`src/rtl/pnp_res_reader.sv`:
```
module pnp_res_reader #(
  parameter int DEPTH  = 128,
  parameter int DIV    = 2,
  parameter int ID_LEN = 9,
  parameter int CSN_W  = 8
) (
  input  logic             clk,
  input  logic             rst,
  input  logic             cmd_valid,
  input  logic [1:0]       cmd_op,
  input  logic [CSN_W-1:0] cmd_csn,
  input  logic             rd_stb,
  input  logic             rd_sel,
  output logic [7:0]       rd_data,
  output logic             ee_cs,
  output logic             ee_sk,
  output logic             ee_di,
  input  logic             ee_do
);
  localparam int AW      = $clog2(DEPTH);
  localparam int CMD_LEN = 3 + AW;
  localparam int BMAX    = (CMD_LEN > 8) ? CMD_LEN : 8;
  localparam int BW      = $clog2(BMAX + 1);
  localparam int CW      = $clog2(DIV + 1);
  localparam int LAST    = DEPTH - 1;

  typedef enum logic [1:0] {C_SLEEP, C_ISO, C_CFG} card_t;
  typedef enum logic [1:0] {E_IDLE, E_CMD, E_DATA, E_HOLD} eng_t;

  card_t              cst;
  eng_t               eng;
  logic [AW-1:0]      ptr;
  logic [CSN_W-1:0]   csn;
  logic               ready;
  logic [7:0]         data_q, shreg;
  logic [CMD_LEN-1:0] cmd_sr;
  logic [BW-1:0]      bitcnt;
  logic [CW-1:0]      cnt;

  wire in_cfg  = (cst == C_CFG);
  wire tick    = (cnt == CW'(DIV - 1));
  wire take    = rd_stb && rd_sel && !cmd_valid && in_cfg && ready;
  wire at_last = (ptr == AW'(LAST));

  assign rd_data = !in_cfg ? 8'h00 : (rd_sel ? data_q : {7'b0, ready});
  assign ee_di   = ee_cs && (eng == E_CMD) && cmd_sr[CMD_LEN-1];

  always_ff @(posedge clk) begin
    if (rst) begin
      cst <= C_SLEEP; eng <= E_IDLE; ptr <= '0; csn <= '0; ready <= 1'b0;
      data_q <= '0; shreg <= '0; cmd_sr <= '0; bitcnt <= '0; cnt <= '0;
      ee_cs <= 1'b0; ee_sk <= 1'b0;
    end else if (cmd_valid) begin
      eng <= E_IDLE; ee_cs <= 1'b0; ee_sk <= 1'b0; ready <= 1'b0;
      case (cmd_op)
        2'd0: if (cst == C_SLEEP) cst <= C_ISO;
        2'd1: if (cst == C_ISO) begin
                cst <= C_CFG; csn <= cmd_csn; ptr <= AW'(ID_LEN);
              end
        2'd2: begin
                ptr <= '0;
                cst <= (cmd_csn == csn && csn != '0) ? C_CFG : C_SLEEP;
              end
        default: cst <= C_SLEEP;
      endcase
    end else if (take) begin
      if (at_last) begin
        data_q <= 8'hFF; eng <= E_IDLE; ee_cs <= 1'b0;
      end else begin
        ptr <= ptr + 1'b1; ready <= 1'b0; eng <= E_DATA;
        bitcnt <= '0; cnt <= '0;
      end
    end else begin
      case (eng)
        E_IDLE: if (in_cfg && !ready) begin
          eng <= E_CMD; ee_cs <= 1'b1; cmd_sr <= {3'b110, ptr};
          bitcnt <= '0; cnt <= '0;
        end
        E_CMD, E_DATA: if (tick) begin
          cnt   <= '0;
          ee_sk <= !ee_sk;
          if (!ee_sk) begin
            bitcnt <= bitcnt + 1'b1;
            if (eng == E_DATA) shreg <= {shreg[6:0], ee_do};
          end else if (eng == E_CMD) begin
            cmd_sr <= cmd_sr << 1;
            if (bitcnt == BW'(CMD_LEN)) begin
              eng <= E_DATA; bitcnt <= '0;
            end
          end else if (bitcnt == BW'(8)) begin
            data_q <= shreg; ready <= 1'b1; eng <= E_HOLD;
          end
        end else begin
          cnt <= cnt + 1'b1;
        end
        default: ;
      endcase
    end
  end
endmodule


```
`config.mk`:
```
export PLATFORM = sky130hd
export DESIGN_NAME = pnp_res_reader
export DESIGN_NICKNAME = d
export VERILOG_FILES = /design/src/rtl/pnp_res_reader.sv
export SDC_FILE = /design/constraint.sdc
export NUM_CORES = 1
export LEC_CHECK = 0
export BUFFER_PORTS_ARGS = -buffer_cell sky130_fd_sc_hd__buf_2
export CAP_MARGIN = 40
export CORE_MARGIN = 3
export CORE_UTILIZATION = 50
export DETAILED_ROUTE_END_ITERATION = 7
export GPL_ROUTABILITY_DRIVEN = 1
export PLACE_DENSITY = 0.69
export SETUP_SLACK_MARGIN = 0.5
export SLEW_MARGIN = 20
export SYNTH_ARGS = -nofsm -noshare
export SYNTH_HDL_FRONTEND = slang
export SYNTH_SLANG_ARGS = --single-unit
```
`constraint.sdc`:
```
create_clock -name clk -period 2.8 [get_ports clk]
set_input_delay 0.28 -clock clk [delete_from_list [all_inputs] [get_ports clk]]
set_output_delay 0.28 -clock clk [all_outputs]
set_load 0.01 [all_outputs]
```
# Word-level counts from Yosys, hierarchy flattened
# Cells that the tools add are included.
# Widths: inputs -> output; s select.
[totals]
romBits = 0
ramBits = 0
ff_bits = 54
out_inout_bits = 11
word_cells = 142
mem_count = 0
latchBits = 0
inputBits = 16
[classes]
n_div = 0
add_sub_neg = 3
order_cmp = 0
bitwise_logic = 3
reduce_logical = 38
mul = 0
mux = 56
n_shift = 0
eq_ne = 30
[op_table]
columns = ["cell", "count"]
rows = [
  ["$mux 8", 9],
  ["$mux 10", 4],
  ["$mux 2", 15],
  ["$mux 4", 7],
  ["$mux 7", 4],
  ["$reduce_and 7->1", 3],
  ["$pmux 10 s2", 1],
  ["$ne 2x2->1 const B", 9],
  ["$reduce_and 6->1", 3],
  ["$ne 4x4->1 const B", 4],
  ["$reduce_bool 2->1", 8],
  ["$pmux 7 s2", 1],
  ["$ne 3x3->1 const B", 4],
  ["$reduce_and 3->1", 4],
  ["$mux 1", 11],
  ["$eq 2x1->1 const B", 4],
  ["$eq 4x4->1 const B", 2],
  ["$eq 8x8->1", 1],
  ["$logic_and 1x1->1", 8],
  ["$pmux 2 s2", 2],
  ["$pmux 4 s2", 1],
  ["$reduce_and 4->1", 2],
  ["$reduce_bool 8->1", 1],
  ["$add 7x1->7 const B", 1],
  ["12 further kinds", 21],
]

# Longest topological paths before layout
# Gate-level depths: netlist of the first run.
[depth]
ltp_word = 7
depth_mapped = 9

# Worst setup path after synthesis of the first run
# No wires, ideal clock.
[synth_timing]
path_kind = "register -> register"
startpoint = "register eng[0]"
endpoint = "register cmd_sr[6]"
n_path_buf = 2
path_stages_with_launch = 10
t_required_ps = 2721
period_less_slack_ps = 2056
slack_ps = 744
arrival_ps = 1977
setup_ps = 79
path_cell_list = "dfxtp_1 inv_1 ha_1 buf_2 nor2b_1 nor2_1 nor4b_4 buf_6 nor2_1 a211oi_2"
[synth_via]
elab_chain_len = 4
word_cells_on_any_way = 11
[synth_rtl]
columns = ["element", "line_no", "rtl"]
rows = [
  ["start, declared", "31", "eng_t eng;"],
  ["start signal, assigned", "50", "cst <= C_SLEEP; eng <= E_IDLE; ptr <= '0; csn <= '0; ready <= 1'b0;"],
  ["start signal, assigned", "54", "eng <= E_IDLE; ee_cs <= 1'b0; ee_sk <= 1'b0; ready <= 1'b0;"],
  ["start signal, assigned", "68", "data_q <= 8'hFF; eng <= E_IDLE; ee_cs <= 1'b0;"],
  ["$eq 2x1->1 or $eq 2x2->1 (tied branches)", "74, 85", ""],
  ["$reduce_or 2->1", "74", "case (eng)"],
  ["$ne 2x2->1 (no line) or $reduce_bool 2->1 (tied branches)", "-", ""],
  ["$reduce_and 7->1 (no line)", "-", ""],
  ["end signal, assigned", "86", "cmd_sr <= cmd_sr << 1;"],
  ["end, declared", "36", "logic [CMD_LEN-1:0] cmd_sr;"],
]
# Several ways; a longest one is shown, not always the timed one.
# A chain may end at the register's enable or synchronous reset.

# Worst setup path after layout of the first run
[layout_timing]
startpoint = "register eng[0]"
endpoint = "register bitcnt[3]"
[layout_via]
elab_chain_len = 4
word_cells_on_any_way = 12
[layout_rtl]
columns = ["element", "line_no", "rtl"]
rows = [
  ["$eq 2x1->1 or $eq 2x2->1 (tied branches)", "74, 85", ""],
  ["$reduce_or 2->1", "74", ""],
  ["$ne 4x4->1 (no line) (tied with other cells)", "-", ""],
  ["$reduce_and 7->1 (no line) or $mux 4 (tied branches)", "-", ""],
  ["end signal, assigned", "83", "bitcnt <= bitcnt + 1'b1;"],
  ["end, declared", "37", "logic [BW-1:0] bitcnt;"],
]
# Several ways; a longest one is shown, not always the timed one.

==> run_results.csv, run 1 <==
group,metric,value,unit
status,status,"completed",
grt,grt_max_degree,31,
pwr,power.leakage,0.00119,uW
grt,grt-ovfl-total,0,
sta,rsz0062_at_grt,"no",
sta,fin_crit_sh,77.0,%
worst_setup_path,cp.required,3.06,ns
layout,n_fill_cell,493,
routing,drcViolationCount,0,
grt,antenna_found_initial,0,
floorplanning,core_area,5300,um2
flow_run,drv_cap,0,
layout,fin_nets,363,
worst_setup_path,arrival,2.42,ns
yosys,synth_fp_nets,340,
worst_setup_path,slowest_stage,"dfxtp_1",
worst_setup_path,path_cells,"inv_1 > ha_1 > buf_4 > inv_2 > nor3_1 > nand4_1 > o31ai_1 > a31o_2",
cts,cts_tree,"yes",
sta,timing.fmax,464,MHz
routing,drtAntennaViolNets,0,
routing,viasPerCell,5.65,
routing,drt-initial-drc-count,195,
yosys,ys_types,60,
pwr,switching_power,354,uW
layout,utilization,58.9,%
layout,fin_cells,409,
sta,hold_violations,0,
grt,grtUsageTotal,19.5,%
pwr,internal_power,1010,uW
hold_path,hold_path_class,"in -> reg",
pwr,irDropWorstVdd,0.383,mV
cts,ctsHoldBuffers,0,
floorplanning,rows,26,
place,placed_area,3010,um2
hold_path,min-delay-start,"ee_do",
cts,cts_sinks,54,
layout,stdcell_area,3120,um2
layout,num_antenna_cells,0,
place,dp_cells,399,
pwr,p_per_area,438,nW/um2
pwr,p_total,1370,uW
worst_setup_path,r2r_slack,0.64,ns
cts,htreeDepth,2,
sta,slew_violations,0,
yosys,ys_seq_area_share,38.1,%
yosys,post_synth.cell_area_avg,9.00,um2
yosys,synth_flop_cell,"dfxtp_1",
yosys,synth_edf_count,0,
grt,grt_pass1_wl,10.2,mm
cts,cts_buffers,5,
yosys,ys_seq_elements,54,
pwr,comb_power_share,9.4,%
place,gp_congestion,0.799,
sta,worst_pin_slew,0.557,ns
yosys,synthArstFlopShare,0,%
sta,min_period,2.16,ns
worst_setup_path,start_kind,"flip-flop",
pwr,power_frac_seq,57.9,%
routing,wl_per_cell,14.3,um
worst_setup_path,cp-end-kind,"flip-flop",
place,numPortBuffers,26,
worst_setup_path,reg2reg_from,"eng[0]",
place,hpwl,4.15,mm
cts,clk_pin_slew_worst_paths,0.10,ns
pwr,clock_power_share,32.7,%
grt,grt_pass1_vias,2143,
routing,dr.pass1.iters,4,
yosys,syn_inst,315,
cts,insertion_delay,0.31,ns
layout,syn2layout_area_growth,10.2,%
yosys,yosys_warnings,0,
floorplanning,fp.dieH,81.3,um
layout,multi_input_area,1640,um2
floorplanning,die-area,6610,um2
floorplanning,pin_count,27,
worst_setup_path,crit_type,"reg -> reg",
worst_setup_path,critPathLaunch,"eng[0]",
cts,cts_max_path_buffers,2,
cts,cts_root_buffer,"clkbuf_8",
sta,fin_setup_tns,0,ns
pwr,p_sw_share,25.9,%
routing,totalWireLength,5.84,mm
worst_setup_path,critPathMaxStageDelay,0.40,ns
floorplanning,initial_core_util,53.5,%
yosys,syn_area,2840,um2
floorplanning,die_w,81.3,um
routing,vias,2309,
layout,regArea,1080,um2
sta,maxSlewHeadroom,62.8,%
layout,drive_gt1_share,15.9,%
sta,setup_violations,0,
sta,finalClockSkew,0.00931,ns
worst_setup_path,timing.critical_path.fanout_max,15,
==> sequential cells by signal, summed over array words and instances, names as in the netlist <==
signal / flops
ptr: 7
cnt: 2
cmd_sr: 10
shreg: 8
ready: 1
bitcnt: 4
eng: 2
data_q: 8
ee_cs: 1
csn: 8
cst: 2
ee_sk: 1
==> worst paths after layout <==
| path | to | cells past startpoint |
|---|---|---|
| max | bitcnt[3] | 8 |
| min reg2reg | cmd_sr[8] | 2 |
| min | shreg[0] | 3 |
| max reg2reg | bitcnt[3] | 8 |
==> placed cells by master, fill, tap and decap left out, types with 2 or more instances in the layout <==
master,netlist,layout
a211oi_1,5,5
a21oi_1,13,13
a2bb2oi_1,2,2
a32oi_1,2,2
and2_1,8,8
and3_1,3,3
buf_2,3,27
buf_4,0,5
clkbuf_8,0,5
dfxtp_1,54,54
ha_1,9,9
inv_1,10,9
mux2i_1,28,28
nand2_1,5,5
nand2b_1,8,8
nand3_1,8,8
nand4_1,6,6
nor2_1,37,37
nor2b_1,5,5
nor3_1,11,11
nor4_1,3,3
o211ai_1,9,9
o21ai_0,14,14
o31ai_1,12,12
or2_2,2,2
or4_1,2,2
xor2_1,8,8
==> what timing repair did <==
item	CTS	global route
gates resized for setup	0	4
endpoints found under the setup margin	0	13
setup buffers	0	1
==> power by group through the flow <==
stage | sequential, uW | clock (uW) | combinational (uW)
floorplan | 806 | 0 | 91.8
global placement | 808 | 0 | 123
detailed placement | 808 | 0 | 124
CTS | 791 | 462 | 125
global route | 793 | 495 | 146
finish | 791 | 447 | 129
==> routing by layer <==
| layer | track usage, % | part of all wire, % | vias to the layer above |
|---|---|---|---|
| li1 | - | - | 1195 |
| met1 | 27.6 | 52 | 1076 |
| met2 | 29.6 | 44 | 36 |
| met3 | 4.10 | 3.3 | 2 |
| met4 | 6.08 | 0.65 | 0 |
| met5 | 0 | 0 | - |
==> through the flow <==
stage / hold WS (ns) / worst slack (ns)
after detailed placement: 0.462 / 0.651
after CTS: 0.210 / 0.620
final: 0.215 / 0.643
after global routing: 0.227 / 0.503
after floorplan: 0.424 / 0.744
after global placement: 0.457 / 0.723
==> logic make-up after synthesis <==
kind of cell             Yosys count  share of synthesized area (%)
buffers and inverters             28                           4.37
XOR/XNOR                           9                           2.78
AND/OR/NAND/NOR                  112                           22.1
multiplexers                      30                           10.7
AO/OA/AOI/OAI                     73                           18.0
adder cells (fa/ha/maj)            9                           3.97
flip-flops                        54                           38.1
==> cells in the mapped netlist, drive strengths merged, types with 8 or more instances <==
master  count  area share (%)
dfxtp      54              38
nor2       38             5.1
mux2i      28             9.9
o21ai      16             3.0
a21oi      14             2.9
o31ai      12             3.2
clkbuf     11             1.5
nor3       11             1.9
inv        10             1.3
ha          9             4.0
o211ai      9             2.4
and2        8             1.8
nand2b      8             1.8
nand3       8             1.4
xor2        8             2.5
==> layout make-up <==
class,instances,share of cell area (%)
clock inverter,3,0.801
tap,70,2.80
clock buffer,5,2.20
inverter,11,1.32
multi-input combinational,233,52.4
timing repair buffer,33,5.89
sequential,54,34.6
==> worst max-delay path: cells and delay by family, from the launching register on <==
family / cells / cell delay [ns]
flops: 1 / 0.40
compound gates: 2 / 0.39
fa+ha+maj: 1 / 0.33
simple gates: 2 / 0.55
buf+inv: 3 / 0.44
No activity file was read; power rests on OpenSTA's default activity.
==> run 2, diff against run 1 <==
clock period = 2.25 ns   (was 2.8 ns; I/O delays follow)
==> run 2 against run 1 <==
Against the previous run: wire length is 13% higher; sequential power increased by 24%; core utilization rose by 8.8 points; fmax grew 15%.
==> run_results.csv, run 2 (same netlist as run 1, synthesis figures left out) <==
group,metric,value,unit
status,status,"completed",
grt,grt-ovfl-total,0,
layout,largest_register_ffs,10,
pwr,p_per_area,526,nW/um2
floorplanning,die-area,6610,um2
layout,syn2layout_area_growth,26.7,%
grt,antenna_found_initial,0,
layout,final_cell_mix,"dfxtp_1, nor2_1, mux2i_1",
pwr,power.leakage,0.00138,uW
hold_path,hold_path_class,"in -> reg",
routing,vias,2436,
cts,ctsHoldBuffers,0,
cts,insertion_delay,0.32,ns
worst_setup_path,timing.critical_path.fanout_max,5,
grt,grt_pass1_vias,2315,
place,numPortBuffers,26,
sta,hold_violations,0,
routing,drtAntennaViolNets,0,
sta,fin_crit_sh,83.6,%
cts,cts_sinks,54,
floorplanning,core_area,5300,um2
sta,maxSlewHeadroom,64.9,%
sta,slew_violations,0,
layout,drive_gt1_share,31.1,%
routing,wl_per_cell,15.2,um
routing,drt-initial-drc-count,106,
sta,rsz0062_at_grt,"yes",
cts,htreeDepth,2,
floorplanning,fp.dieH,81.3,um
cts,cts_max_path_buffers,2,
layout,utilization,67.7,%
layout,num_antenna_cells,0,
worst_setup_path,cp.required,2.47,ns
grt,grtUsageTotal,21.4,%
worst_setup_path,arrival,2.10,ns
worst_setup_path,cp-end-kind,"flip-flop",
floorplanning,initial_core_util,53.5,%
worst_setup_path,reg2reg_from,"eng[0]",
worst_setup_path,r2r_slack,0.37,ns
sta,min_period,1.88,ns
sta,timing.fmax,531,MHz
routing,viasPerCell,5.59,
worst_setup_path,setup.worst_path.end,"cmd_sr[0]",
layout,final_common_cell,"dfxtp_1",
worst_setup_path,start_kind,"flip-flop",
routing,drcViolationCount,0,
cts,clk_pin_slew_worst_paths,0.10,ns
place,post-place-ws,0.246,ns
layout,fin_nets,390,
floorplanning,rows,26,
place,hpwl,4.25,mm
pwr,irDropWorstVdd,0.442,mV
hold_path,whs_path_depth,3,
place,gp_congestion,0.880,
worst_setup_path,r2r-end,"cmd_sr[0]",
routing,totalWireLength,6.61,mm
worst_setup_path,crit_type,"reg -> reg",
worst_setup_path,r2r_cells,8,
floorplanning,die_w,81.3,um
worst_setup_path,critPathLaunch,"eng[0]",
sta,finalClockSkew,0.00464,ns
grt,grt_pass1_wl,11.0,mm
flow_run,drv_cap,0,
floorplanning,pin_count,27,
cts,cts_root_buffer,"clkbuf_8",
layout,top_register,"cmd_sr",
sta,fin_setup_tns,0,ns
cts,cts_tree,"yes",
sta,setup_violations,0,
cts,cts_buffers,5,
sta,worst_pin_slew,0.526,ns
grt,grt_max_degree,29,
sta,finalWorstSetupSlack,0.368,ns
routing,dr.pass1.iters,4,
==> run 2: cell count changes in the layout (fill, tap and decap cells not counted), moves of 4 or more <==
cell	before	now
ha_1	9	5
ha_4	0	4
dfxtp_1	54	45
buf_6	1	5
buf_4	5	26
dfxtp_2	0	7
==> run 2: area by class of cell <==
cell class / instances / area [um2]
multi-input combinational: 234 / 1830
fill: 418 / 1710
sequential: 54 / 1100
timing repair buffer: 59 / 417
tap: 70 / 87.6
clock buffer: 5 / 68.8
inverter: 11 / 46.3
clock inverter: 3 / 43.8
==> run 2: critical path, stage by stage (launching register included) <==
cell and delay, ns:
dfxtp_4 0.40, inv_4 0.05, ha_4 0.30, nor2b_4 0.20
nor2_4 0.06, nor4b_4 0.32, buf_4 0.20, mux2i_1 0.18
nor2_1 0.06
==> run 2: worst min-delay path by stage <==
stage	from	endpoint	slack, ns
2_1_floorplan	ee_do	shreg[0]	0.37
3_3_place_gp	ee_do	shreg[0]	0.46
3_5_place_dp	cmd_sr[8]	cmd_sr[8]	0.46
4_1_cts	ee_do	shreg[0]	0.13
5_1_grt	ee_do	shreg[0]	0.16
6_report	ee_do	shreg[0]	0.13
==> run 2: per-layer routing <==
layer | vias up | global-route usage, % | routed length [um]
met5 | - | 0 | 0
met4 | 0 | 5.57 | 106
met3 | 8 | 5.10 | 306
met2 | 44 | 35.3 | 3150
met1 | 1135 | 28.1 | 3050
li1 | 1249 | - | -
==> run 2: metrics by stage <==
step	instance area, um2	total power, uW	hold WS (ns)	instances
after floorplan	2900	1130	0.369	315
after global placement	3110	1180	0.456	405
after detailed placement	3110	1180	0.462	405
after CTS	3490	1890	0.129	431
after global routing	3590	1950	0.157	436
final	3590	1890	0.127	436
==> run 2: timing repair <==
action | 4_1_cts | 5_1_grt
cloned | 2 | 0
buffers inserted | 16 | 5
pin swaps | 18 | 14
endpoints found under the setup margin | 29 | 28
resized for setup | 31 | 16
==> run 2: power by group <==
group	switching (uW)	internal [uW]	total [uW]
clock network	351	334	685
logic	116	104	220
registers	14.1	969	984
total	481	1410	1890
